==> src/rtl/tpg_pkg.sv <==
package tpg_pkg;

    typedef enum logic {
        DIR_UP   = 1'b0,
        DIR_DOWN = 1'b1
    } tpg_dir_e;

    localparam int RECT_CHAN   = 0;
    localparam int CMP_PER_LEG = 2;

    function automatic int leg_chan(input int leg, input int half);
        return 1 + CMP_PER_LEG * leg + half;
    endfunction

    function automatic int chan_count(input int legs);
        return 1 + CMP_PER_LEG * legs;
    endfunction

endpackage

==> src/rtl/tpg_carrier.sv <==
module tpg_carrier
    import tpg_pkg::*;
#(
    parameter int CNT_W = 13,
    parameter int PEAK  = 7500
) (
    input  logic             clk,
    input  logic             rst,
    input  logic             en,
    output logic [CNT_W-1:0] cnt_o,
    output logic             run_o,
    output logic             load_o,
    output logic             start_o,
    output logic             mid_o
);
    localparam logic [CNT_W-1:0] TOP = CNT_W'(PEAK);
    localparam logic [CNT_W-1:0] ONE = CNT_W'(1);

    logic [CNT_W-1:0] cnt_q, cnt_nxt;
    tpg_dir_e         dir_q, dir_nxt;
    logic             run_q;

    always_comb begin
        if (dir_q == DIR_UP) begin
            cnt_nxt = cnt_q + ONE;
            dir_nxt = (cnt_nxt == TOP) ? DIR_DOWN : DIR_UP;
        end else begin
            cnt_nxt = cnt_q - ONE;
            dir_nxt = (cnt_nxt == '0) ? DIR_UP : DIR_DOWN;
        end
    end

    always_ff @(posedge clk) begin
        if (rst || !en) begin
            cnt_q <= '0;
            dir_q <= DIR_UP;
            run_q <= 1'b0;
        end else begin
            run_q <= 1'b1;
            if (run_q) begin
                cnt_q <= cnt_nxt;
                dir_q <= dir_nxt;
            end
        end
    end

    assign cnt_o   = cnt_q;
    assign run_o   = run_q;
    assign load_o  = !run_q || (dir_q == DIR_DOWN && cnt_q == ONE);
    assign start_o = run_q && (cnt_q == '0);
    assign mid_o   = run_q && (cnt_q == TOP);

endmodule

==> src/rtl/tpg_cmp_bank.sv <==
module tpg_cmp_bank #(
    parameter int CNT_W = 13,
    parameter int NCH   = 7,
    parameter int SEL_W = 3
) (
    input  logic                      clk,
    input  logic                      rst,
    input  logic                      wr_en,
    input  logic [SEL_W-1:0]          wr_sel,
    input  logic [CNT_W-1:0]          wr_data,
    input  logic                      load,
    output logic [NCH-1:0][CNT_W-1:0] act_o
);
    for (genvar i = 0; i < NCH; i++) begin : g_ch
        logic [CNT_W-1:0] shadow_q;
        logic [CNT_W-1:0] active_q;

        always_ff @(posedge clk) begin
            if (rst) begin
                shadow_q <= '0;
            end else if (wr_en && wr_sel == SEL_W'(i)) begin
                shadow_q <= wr_data;
            end
        end

        always_ff @(posedge clk) begin
            if (rst) begin
                active_q <= '0;
            end else if (load) begin
                active_q <= shadow_q;
            end
        end

        assign act_o[i] = active_q;
    end

endmodule

==> src/rtl/tpg_compare.sv <==
module tpg_compare #(
    parameter int CNT_W = 13,
    parameter int PEAK  = 7500,
    parameter int NCH   = 7
) (
    input  logic                      run,
    input  logic [CNT_W-1:0]          cnt,
    input  logic [NCH-1:0][CNT_W-1:0] act,
    output logic [NCH-1:0]            pulse_o
);
    localparam logic [CNT_W-1:0] TOP = CNT_W'(PEAK);

    for (genvar i = 0; i < NCH; i++) begin : g_cmp
        logic full_on;
        logic below;
        assign full_on    = (act[i] >= TOP);
        assign below      = (cnt < act[i]);
        assign pulse_o[i] = run && (full_on || below);
    end

endmodule

==> src/rtl/tri_pwm_gen.sv <==
module tri_pwm_gen
    import tpg_pkg::*;
#(
    parameter int CNT_W = 13,
    parameter int PEAK  = 7500,
    parameter int LEGS  = 3
) (
    input  logic                             clk,
    input  logic                             rst,
    input  logic                             en,
    input  logic                             wr_en,
    input  logic [$clog2(2*LEGS+1)-1:0]      wr_sel,
    input  logic [CNT_W-1:0]                 wr_data,
    output logic [CNT_W-1:0]                 carrier,
    output logic                             rect_pulse,
    output logic [LEGS-1:0]                  leg_pulse_p,
    output logic [LEGS-1:0]                  leg_pulse_q,
    output logic                             period_start,
    output logic                             period_mid
);
    localparam int NCH   = chan_count(LEGS);
    localparam int SEL_W = $clog2(NCH);

    logic                      run;
    logic                      load;
    logic [NCH-1:0][CNT_W-1:0] act;
    logic [NCH-1:0]            pulse;

    tpg_carrier #(.CNT_W(CNT_W), .PEAK(PEAK)) u_carrier (
        .clk    (clk),
        .rst    (rst),
        .en     (en),
        .cnt_o  (carrier),
        .run_o  (run),
        .load_o (load),
        .start_o(period_start),
        .mid_o  (period_mid)
    );

    tpg_cmp_bank #(.CNT_W(CNT_W), .NCH(NCH), .SEL_W(SEL_W)) u_bank (
        .clk    (clk),
        .rst    (rst),
        .wr_en  (wr_en),
        .wr_sel (wr_sel),
        .wr_data(wr_data),
        .load   (load),
        .act_o  (act)
    );

    tpg_compare #(.CNT_W(CNT_W), .PEAK(PEAK), .NCH(NCH)) u_cmp (
        .run    (run),
        .cnt    (carrier),
        .act    (act),
        .pulse_o(pulse)
    );

    assign rect_pulse = pulse[RECT_CHAN];

    for (genvar l = 0; l < LEGS; l++) begin : g_leg
        assign leg_pulse_p[l] = pulse[leg_chan(l, 0)];
        assign leg_pulse_q[l] = pulse[leg_chan(l, 1)];
    end

endmodule

==> config.mk <==
export PLATFORM = sky130hd
export DESIGN_NAME = tri_pwm_gen
export DESIGN_NICKNAME = d
export VERILOG_FILES = /design/src/rtl/tpg_pkg.sv /design/src/rtl/tpg_carrier.sv /design/src/rtl/tpg_cmp_bank.sv /design/src/rtl/tpg_compare.sv /design/src/rtl/tri_pwm_gen.sv
export SDC_FILE = /design/constraint.sdc
export NUM_CORES = 1
export LEC_CHECK = 0
export ABC_AREA = 1
export BUFFER_PORTS_ARGS = -buffer_cell sky130_fd_sc_hd__clkbuf_2
export CAP_MARGIN = 10
export CORE_ASPECT_RATIO = 1.2
export CORE_MARGIN = 5
export CORE_UTILIZATION = 55
export DETAILED_ROUTE_END_ITERATION = 10
export PLACE_DENSITY_LB_ADDON = 0.1
export SLEW_MARGIN = 30
export SYNTH_ARGS = -nofsm -noshare
export SYNTH_HDL_FRONTEND = slang
export SYNTH_HIERARCHICAL = 1
export SYNTH_SLANG_ARGS = --single-unit
==> constraint.sdc <==
create_clock -name clk -period 5 [get_ports clk]
set_clock_uncertainty 0.2 [all_clocks]
set_input_delay 1 -clock clk [delete_from_list [all_inputs] [get_ports clk]]
set_output_delay 1 -clock clk [all_outputs]
set_load 0.01 [all_outputs]
## Word-level counts from Yosys, hierarchy flattened

Index checks and enable logic that the tools add are counted.

- Output and inout port bits: 22
- Word-level logic and storage cells: 78
- Flip-flop bits (word level): 197
- Input bits: 20

- Mux-type cells: 5
- $add $sub $neg: 2
- Order comparisons: 14
- Reductions and logical operators: 31
- Equal/unequal tests: 9

Operators by type and width:

| cell | number |
|---|---|
| 13-bit greater-or-equal comparator (second input constant) | 7 |
| 13-bit < comparator | 7 |
| 13-bit equality test (second input constant) | 2 |
| 13-bit logical NOT | 2 |
| 1-bit logical AND | 17 |
| 13-bit by 1-bit adder with 13-bit output (second input constant) | 1 |
| 13-bit by 1-bit equality test with 1-bit output (second input constant) | 1 |
| 13-bit two-way mux | 1 |
| 13-bit by 1-bit subtractor with 13-bit output (second input constant) | 1 |
| 3-bit equality test (second input constant) | 3 |
| 1-bit logical OR | 9 |
| 3-bit by 2-bit equality test with 1-bit output (second input constant) | 2 |
| 1-bit two-way mux | 4 |
| 3-bit by 1-bit equality test with 1-bit output (second input constant) | 1 |
| 3-bit logical NOT | 1 |
| 1-bit logical NOT | 2 |

## Logic depth before layout (Yosys ltp)

Gate-level depths: netlist of the first run.

- Depth in word-level cells: 4
- Depth in mapped cells: 13
- Depth with buffers taken out: 13

## Cells and area by module

Netlist of the first run, hierarchy kept.

By module, submodules not included:

| module | times used | cells an instance | area an instance (µm²) | sequential area each (µm²) |
|---|---|---|---|---|
| tpg_cmp_bank | 1 | 919 | 6735.2 | 3643.5 |
| tpg_compare | 1 | 527 | 2846.5 | 0.0 |
| tpg_carrier | 1 | 249 | 1388.8 | 300.3 |

## Worst setup path before layout of the first run

Ideal clock, no wire load.

- Kind: register to output
- Start: register u_carrier.cnt_q[10], in the netlist u_carrier/cnt_o[10]
- End: output leg_pulse_p[0]
- Stages on the path, launching flop included: 9
- Path slack: 2.369 ns
- Buffers on the path: 0
- Data arrival time: 1.431 ns
- Data required time: 3.800 ns
- Path through: dfxtp_1 > ha_1 > nand2_1 > nor2_1 > nand2_1 > nor2_1 > nor2_1 > nand2_1 > a21oi_1

- Cells in the longest elaborated chain, start to end: 3

RTL lines:

| what | RTL line | source |
|---|---|---|
| start: declaration | tpg_carrier.sv:19 | `logic [CNT_W-1:0] cnt_q, cnt_nxt;` |
| start signal: assignment | tpg_carrier.sv:41 | `cnt_q <= cnt_nxt;` |
| 13-bit < comparator | tpg_compare.sv:17 | `assign below = (cnt < act[i]);` |
| 1-bit logical OR | tpg_compare.sv:18 | `assign pulse_o[i] = run && (full_on \|\| below);` |
| 1-bit logical AND | tpg_compare.sv:18 |  |
| end: declaration | tri_pwm_gen.sv:16 | `output logic [LEGS-1:0] leg_pulse_p,` |

Every way passes these cells.

## Worst setup path after layout of the first run

- Start: register u_carrier.cnt_q[12], in the netlist u_carrier/cnt_o[12]
- End: output leg_pulse_q[0]

- Cells in the longest elaborated chain, start to end: 3

RTL lines:

| what | RTL line | source |
|---|---|---|
| 13-bit < comparator | tpg_compare.sv:17 |  |
| 1-bit logical OR | tpg_compare.sv:18 |  |
| 1-bit logical AND | tpg_compare.sv:18 |  |
| end: declaration | tri_pwm_gen.sv:17 | `output logic [LEGS-1:0] leg_pulse_q,` |

Every way passes these cells.

==> results.py, run 1 <==
metrics = {
    "cts": {
        "hold_buffers": 0,
        "clockRootBuffer": "clkbuf_16",
        "clock_latency_ns": 0.44,
        "postCtsSetupRepairBufs": 0,
        "clock_path_buffers": 2,
        "cts_buffers": 17,
        "clk_pin_slew_ns": 0.08,
        "cts.sinks": 197,
        "cts_tree": "built",
        "cts_max_level": 4,
        "cts-resized-gates": 0,
    },
    "floorplanning": {
        "io_pins": 42,
        "die_area_um2": 22900,
        "die_w_um": 139,
        "initial_utilization_pct": 55.9,
        "die_h_um": 165,
        "core_area_um2": 19600,
        "row_count": 56,
    },
    "worst_hold_path": {
        "hold_path.class": "reg2reg",
    },
    "global_routing": {
        "grt_pass1_vias": 9279,
        "grt_pass1_wl_um": 47300,
        "track_usage_pct": 25.9,
        "grt_antenna_before_repair": 0,
        "grt_max_degree": 142,
        "grt.overflow.total": 0,
    },
    "synthesis": {
        "synth.avg_cell_area_um2": 6.47,
        "synth.area.mux_share_pct": 0,
        "synth.distinct_cells": 29,
        "yosys_warnings": 6,
        "synth-xor-area-share_pct": 0.559,
        "ys_ff_latch": 197,
        "synth_top_family_by_area": "simple AND/OR/NAND/NOR gates",
        "synth-adder-area-share_pct": 10.2,
        "netlist_instances": 1695,
        "synth_area_um2": 11000,
        "synth.net_count": 1804,
        "synth_simple_gate_area_share_pct": 36.1,
        "synth-compound-area-share_pct": 7.99,
        "ys_seq_area_share_pct": 35.9,
    },
    "sta": {
        "final-setup-viol-count": 0,
        "tightest_slew_ns": 1.01,
        "fin_tns_setup_ns": 0,
        "fin_crit_ns": 3.85,
        "hold_viol": 0,
        "rsz0062_at_grt": "false",
        "whs_ns": 0.280,
        "timing.final.ws_setup_ns": 1.15,
        "max_freq_ghz": 0.259,
        "slew_viol_final": 0,
        "fin_crit_sh_pct": 77.1,
        "max-slew-margin-rel_pct": 32.7,
    },
    "routing": {
        "vias_per_cell": 5.23,
        "top_layer": "met4",
        "met2_length_um": 13600,
        "first_pass_iters": 5,
        "dr_wl_met3_um": 1560,
        "wl_um": 30100,
        "wire_per_inst_um": 15.3,
        "drt-met1-wl_um": 13800,
        "first_iter_violations": 718,
        "vias": 10297,
        "ant_nets": 0,
        "drc_errors": 0,
    },
    "setup_path": {
        "critical_path_buf_inv_count": 2,
        "cp.arrival_ns": 2.65,
        "crit_fanout": 12,
        "cp_data_required_time_ns": 3.80,
        "path_cells": "ha_1 > nand2_1 > inv_1 > nand2_1 > nand2_1 > a21oi_1 > nand2_1 > a21oi_1 > clkbuf_2",
        "end_kind": "output pin",
        "cpPeakStageDelay_ns": 0.99,
        "critPathMostFrequentCell": "nand2_1",
        "cp_slowest_cell": "dfxtp_1",
        "critPathTopFamily": "flip-flops",
        "start_kind": "register",
        "critPathKind": "reg2out",
    },
    "cells_and_area": {
        "area_delta_synth_final_pct": 9.01,
        "instances_no_fill": 1967,
        "final_util_pct": 61.0,
        "stdcell_area_um2": 12000,
        "layout.nets": 1802,
        "multi_input_area_um2": 6040,
        "register_area_um2": 3940,
        "antenna_cells": 0,
        "num-fill-cells": 1951,
        "layout-drive-gt1-share_pct": 7.03,
    },
    "status": {
        "status": "completed",
    },
    "place": {
        "hpwlAfterDp_um": 19200,
        "dpl.cell_count": 1935,
        "gp_congestion": 0.895,
        "placement.cell_area_um2": 11300,
        "pre_cts_ws_ns": 1.69,
        "port_buffers": 41,
    },
    "power_and_ir_drop": {
        "combPwrFrac_pct": 13.5,
        "internal_power_mw": 2.57,
        "leakage_nw": 5.44,
        "p_total_mw": 3.63,
        "p_per_area_nw_per_um2": 304,
        "power_frac_clock_pct": 40.0,
        "seqPwrFrac_pct": 46.5,
        "p_sw_share_pct": 29.3,
        "power_switching_mw": 1.07,
        "ir_drop_uv": 236,
    },
    "run": {
        "maxCapViolations": 0,
    },
}
-- path summary, 6_finish.rpt --
check	startpoint	endpoint	slack, ns	cells after the start
min	u_bank/g_ch[1].shadow_q[4]	u_bank/g_ch[1].active_q[4]	0.28	2
min reg2reg	u_bank/g_ch[1].shadow_q[4]	u_bank/g_ch[1].active_q[4]	0.28	2
max	u_carrier/cnt_o[12]	leg_pulse_q[0]	1.15	9
max reg2reg	u_carrier/cnt_o[9]	u_bank/g_ch[4].active_q[8]	1.88	9
-- flip-flops by register name (all words and copies together), names as in the netlist --
register	cells
u_carrier/dir_q	1
u_bank/g_ch.shadow_q	91
u_bank/g_ch.active_q	91
u_carrier/run_o	1
u_carrier/cnt_o	13
-- power groups by stage --
stage	sequential [mW]	combinational [mW]	clock (mW)
6_report	1.69	0.492	1.45
5_1_grt	1.70	0.561	1.54
4_1_cts	1.69	0.488	1.48
3_5_place_dp	1.72	0.483	0
3_3_place_gp	1.72	0.470	0
2_1_floorplan	1.71	0.362	0
-- area by class of cell --
type / instances / share of cell area (%)
multi-input combinational: 1246 / 50.5
sequential: 197 / 33.0
inverter: 178 / 5.61
clock buffer: 17 / 3.56
timing repair buffer: 53 / 2.91
tap: 261 / 2.73
clock inverter: 15 / 1.74
-- per-layer routing --
layer	GRT usage (%)	vias up
met4	12.0	0
met2	42.9	296
met1	33.6	4616
met5	0	-
li1	-	5311
met3	3.76	74
-- cells in the mapped netlist, drive strengths merged --
master	count	area share [%]
ha	89	10
clkbuf	37	1.3
nor4	1	0.057
nor3	4	0.18
o31ai	1	0.068
xor2	7	0.56
a31oi	2	0.11
o221ai	1	0.080
dfxtp	197	36
nor2	466	17
nand2	368	13
o21bai	1	0.068
inv	178	6.1
buf	37	1.9
a21oi	57	2.6
o211ai	5	0.34
o21ai	101	4.6
a221oi	1	0.080
nand3	129	5.9
nand4	13	0.74
-- cells in the final DEF, fill, tap and decap left out, types with 13 or more instances in the layout --
master,netlist,final
a21oi_1,56,56
clkbuf_16,0,17
clkbuf_2,1,41
dfxtp_1,197,197
ha_1,89,89
inv_1,173,172
nand2_1,367,367
nand3_1,129,129
nand4_1,13,13
nor2_1,440,440
nor2_2,24,22
o21ai_0,100,100
-- logic make-up after synthesis --
| group | Yosys count |
|---|---|
| AND/OR/NAND/NOR | 981 |
| AO/OA/AOI/OAI | 169 |
| buffers and inverters | 252 |
| XOR/XNOR | 7 |
| flip-flops | 197 |
| adder cells (fa/ha/maj) | 89 |
-- worst register-to-register path, cell delays in order, from the launching register on --
cell and delay [ns]:
dfxtp_1 0.89, inv_1 0.29, nand2_1 0.13, nor3_1 0.07
nand3_1 0.20, o31ai_4 0.08, inv_2 0.61, buf_12 0.36
nor2_1 0.10, nor2_1 0.13
(Power assumes the default switching activity.)
==> run 2: changes to the inputs <==
Clock period 5 ns to 3.6 ns, I/O delays scaled along.
==> run 2 against run 1 <==
Critical path type unchanged. Wire length down 1.8%. Critical endpoint is now rect_pulse. Power up 38%. Setup slack lost 0.99 ns. Final cell count grew 0.25%.
==> results.py, run 2 (synthesized netlist as in run 1, its figures left out) <==
metrics = {
    "routing": {
        "first_iter_violations": 697,
        "wire_per_inst_um": 15.0,
        "first_pass_iters": 5,
        "drc_errors": 0,
        "vias_per_cell": 5.24,
        "vias": 10328,
        "ant_nets": 0,
        "wl_um": 29600,
    },
    "power_and_ir_drop": {
        "p_sw_share_pct": 28.9,
        "seqPwrFrac_pct": 46.9,
        "combPwrFrac_pct": 13.5,
        "power_switching_mw": 1.45,
        "internal_power_mw": 3.56,
        "ir_drop_uv": 342,
        "leakage_nw": 5.46,
        "power_frac_clock_pct": 39.6,
        "p_total_mw": 5.00,
        "p_per_area_nw_per_um2": 419,
    },
    "setup_path": {
        "critPathKind": "reg2out",
        "cp.arrival_ns": 2.53,
        "crit_start": "u_carrier/cnt_o[11]",
        "crit_fanout": 15,
        "start_kind": "register",
        "r2r-start": "u_carrier/cnt_o[10]",
        "cp_data_required_time_ns": 2.68,
        "end_kind": "output pin",
    },
    "sta": {
        "slew_viol_final": 0,
        "whs_ns": 0.284,
        "rsz0062_at_grt": "false",
        "fin_tns_setup_ns": 0,
        "fin_crit_ns": 3.45,
        "hold_viol": 0,
        "fin_crit_sh_pct": 95.7,
        "max_freq_ghz": 0.290,
        "tightest_slew_ns": 0.943,
        "final-setup-viol-count": 0,
        "max-slew-margin-rel_pct": 37.0,
    },
    "global_routing": {
        "grt_antenna_before_repair": 0,
        "grt_pass1_wl_um": 47300,
        "grt_max_degree": 92,
        "grt_pass1_vias": 9472,
        "grt.overflow.total": 0,
        "track_usage_pct": 25.6,
    },
    "cells_and_area": {
        "layout_commonest_cell": "nor2_1",
        "layout-drive-gt1-share_pct": 7.31,
        "layout_common_cells": "nor2_1, nand2_1, dfxtp_1",
        "layout.nets": 1807,
        "antenna_cells": 0,
        "final_util_pct": 60.9,
        "area_delta_synth_final_pct": 8.91,
    },
    "floorplanning": {
        "core_area_um2": 19600,
        "row_count": 56,
        "initial_utilization_pct": 55.9,
        "io_pins": 42,
        "die_h_um": 165,
        "die_area_um2": 22900,
        "die_w_um": 139,
    },
    "place": {
        "gp_congestion": 0.936,
        "hpwlAfterDp_um": 19400,
        "port_buffers": 41,
    },
    "worst_hold_path": {
        "hp-start": "u_bank/g_ch[4].shadow_q[9]",
        "hold_path.class": "reg2reg",
    },
    "cts": {
        "postCtsSetupRepairBufs": 0,
        "hold_buffers": 0,
        "clockRootBuffer": "clkbuf_16",
        "cts_max_level": 4,
        "clock_latency_ns": 0.43,
        "cts_tree": "built",
        "cts-resized-gates": 0,
        "clk_pin_slew_ns": 0.07,
        "cts.sinks": 197,
        "clock_path_buffers": 2,
        "cts_buffers": 17,
    },
    "status": {
        "status": "completed",
    },
    "run": {
        "maxCapViolations": 0,
    },
}
-- run 2: routing by layer --
metal / vias up / global-route usage, % / share of wire, %
li1: 5322 / - / -
met4: 0 / 8.90 / 3.1
met3: 57 / 3.79 / 5.4
met1: 4677 / 33.0 / 45
met2: 272 / 44.3 / 47
met5: - / 0 / 0
-- run 2: cell type report --
class | count | area [um2]
Timing Repair Buffer | 58 | 358
Multi-Input combinational cell | 1246 | 6030
Fill cell | 1964 | 7670
Clock buffer | 17 | 425
Tap cell | 261 | 327
Clock inverter | 15 | 191
Sequential cell | 197 | 3940
Inverter | 178 | 671
-- run 2: stage by stage --
step,cell area (um2),cells,setup slack [ns]
2_1_floorplan,11000,1695,1.25
3_3_place_gp,11300,1940,0.695
3_5_place_dp,11300,1940,0.644
4_1_cts,11900,1972,0.120
5_1_grt,11900,1972,0.0110
6_report,11900,1972,0.155
-- run 2: worst paths after layout --
path	end	cells past startpoint	slack [ns]
max	rect_pulse	9	0.15
max reg2reg	u_bank/g_ch[0].active_q[2]	9	0.84
min reg2reg	u_bank/g_ch[4].shadow_q[9]	2	0.28
min	u_bank/g_ch[4].shadow_q[9]	2	0.28
-- run 2: critical path: stages, from the launching register on --
cell and delay, ns:
dfxtp_1 0.94, ha_1 0.38, nand2_1 0.08, nor2_1 0.06, nand2_1 0.08, nor2_1 0.05, nor2_1 0.11, nand2_1 0.06
a21oi_1 0.17, clkbuf_2 0.17
-- run 2: power by group through the flow --
stage	combinational, mW	clock [mW]	sequential (mW)
global route	0.774	2.11	2.36
CTS	0.672	2.02	2.35
finish	0.676	1.98	2.35
detailed placement	0.666	0	2.40
floorplan	0.502	0	2.37
global placement	0.655	0	2.39
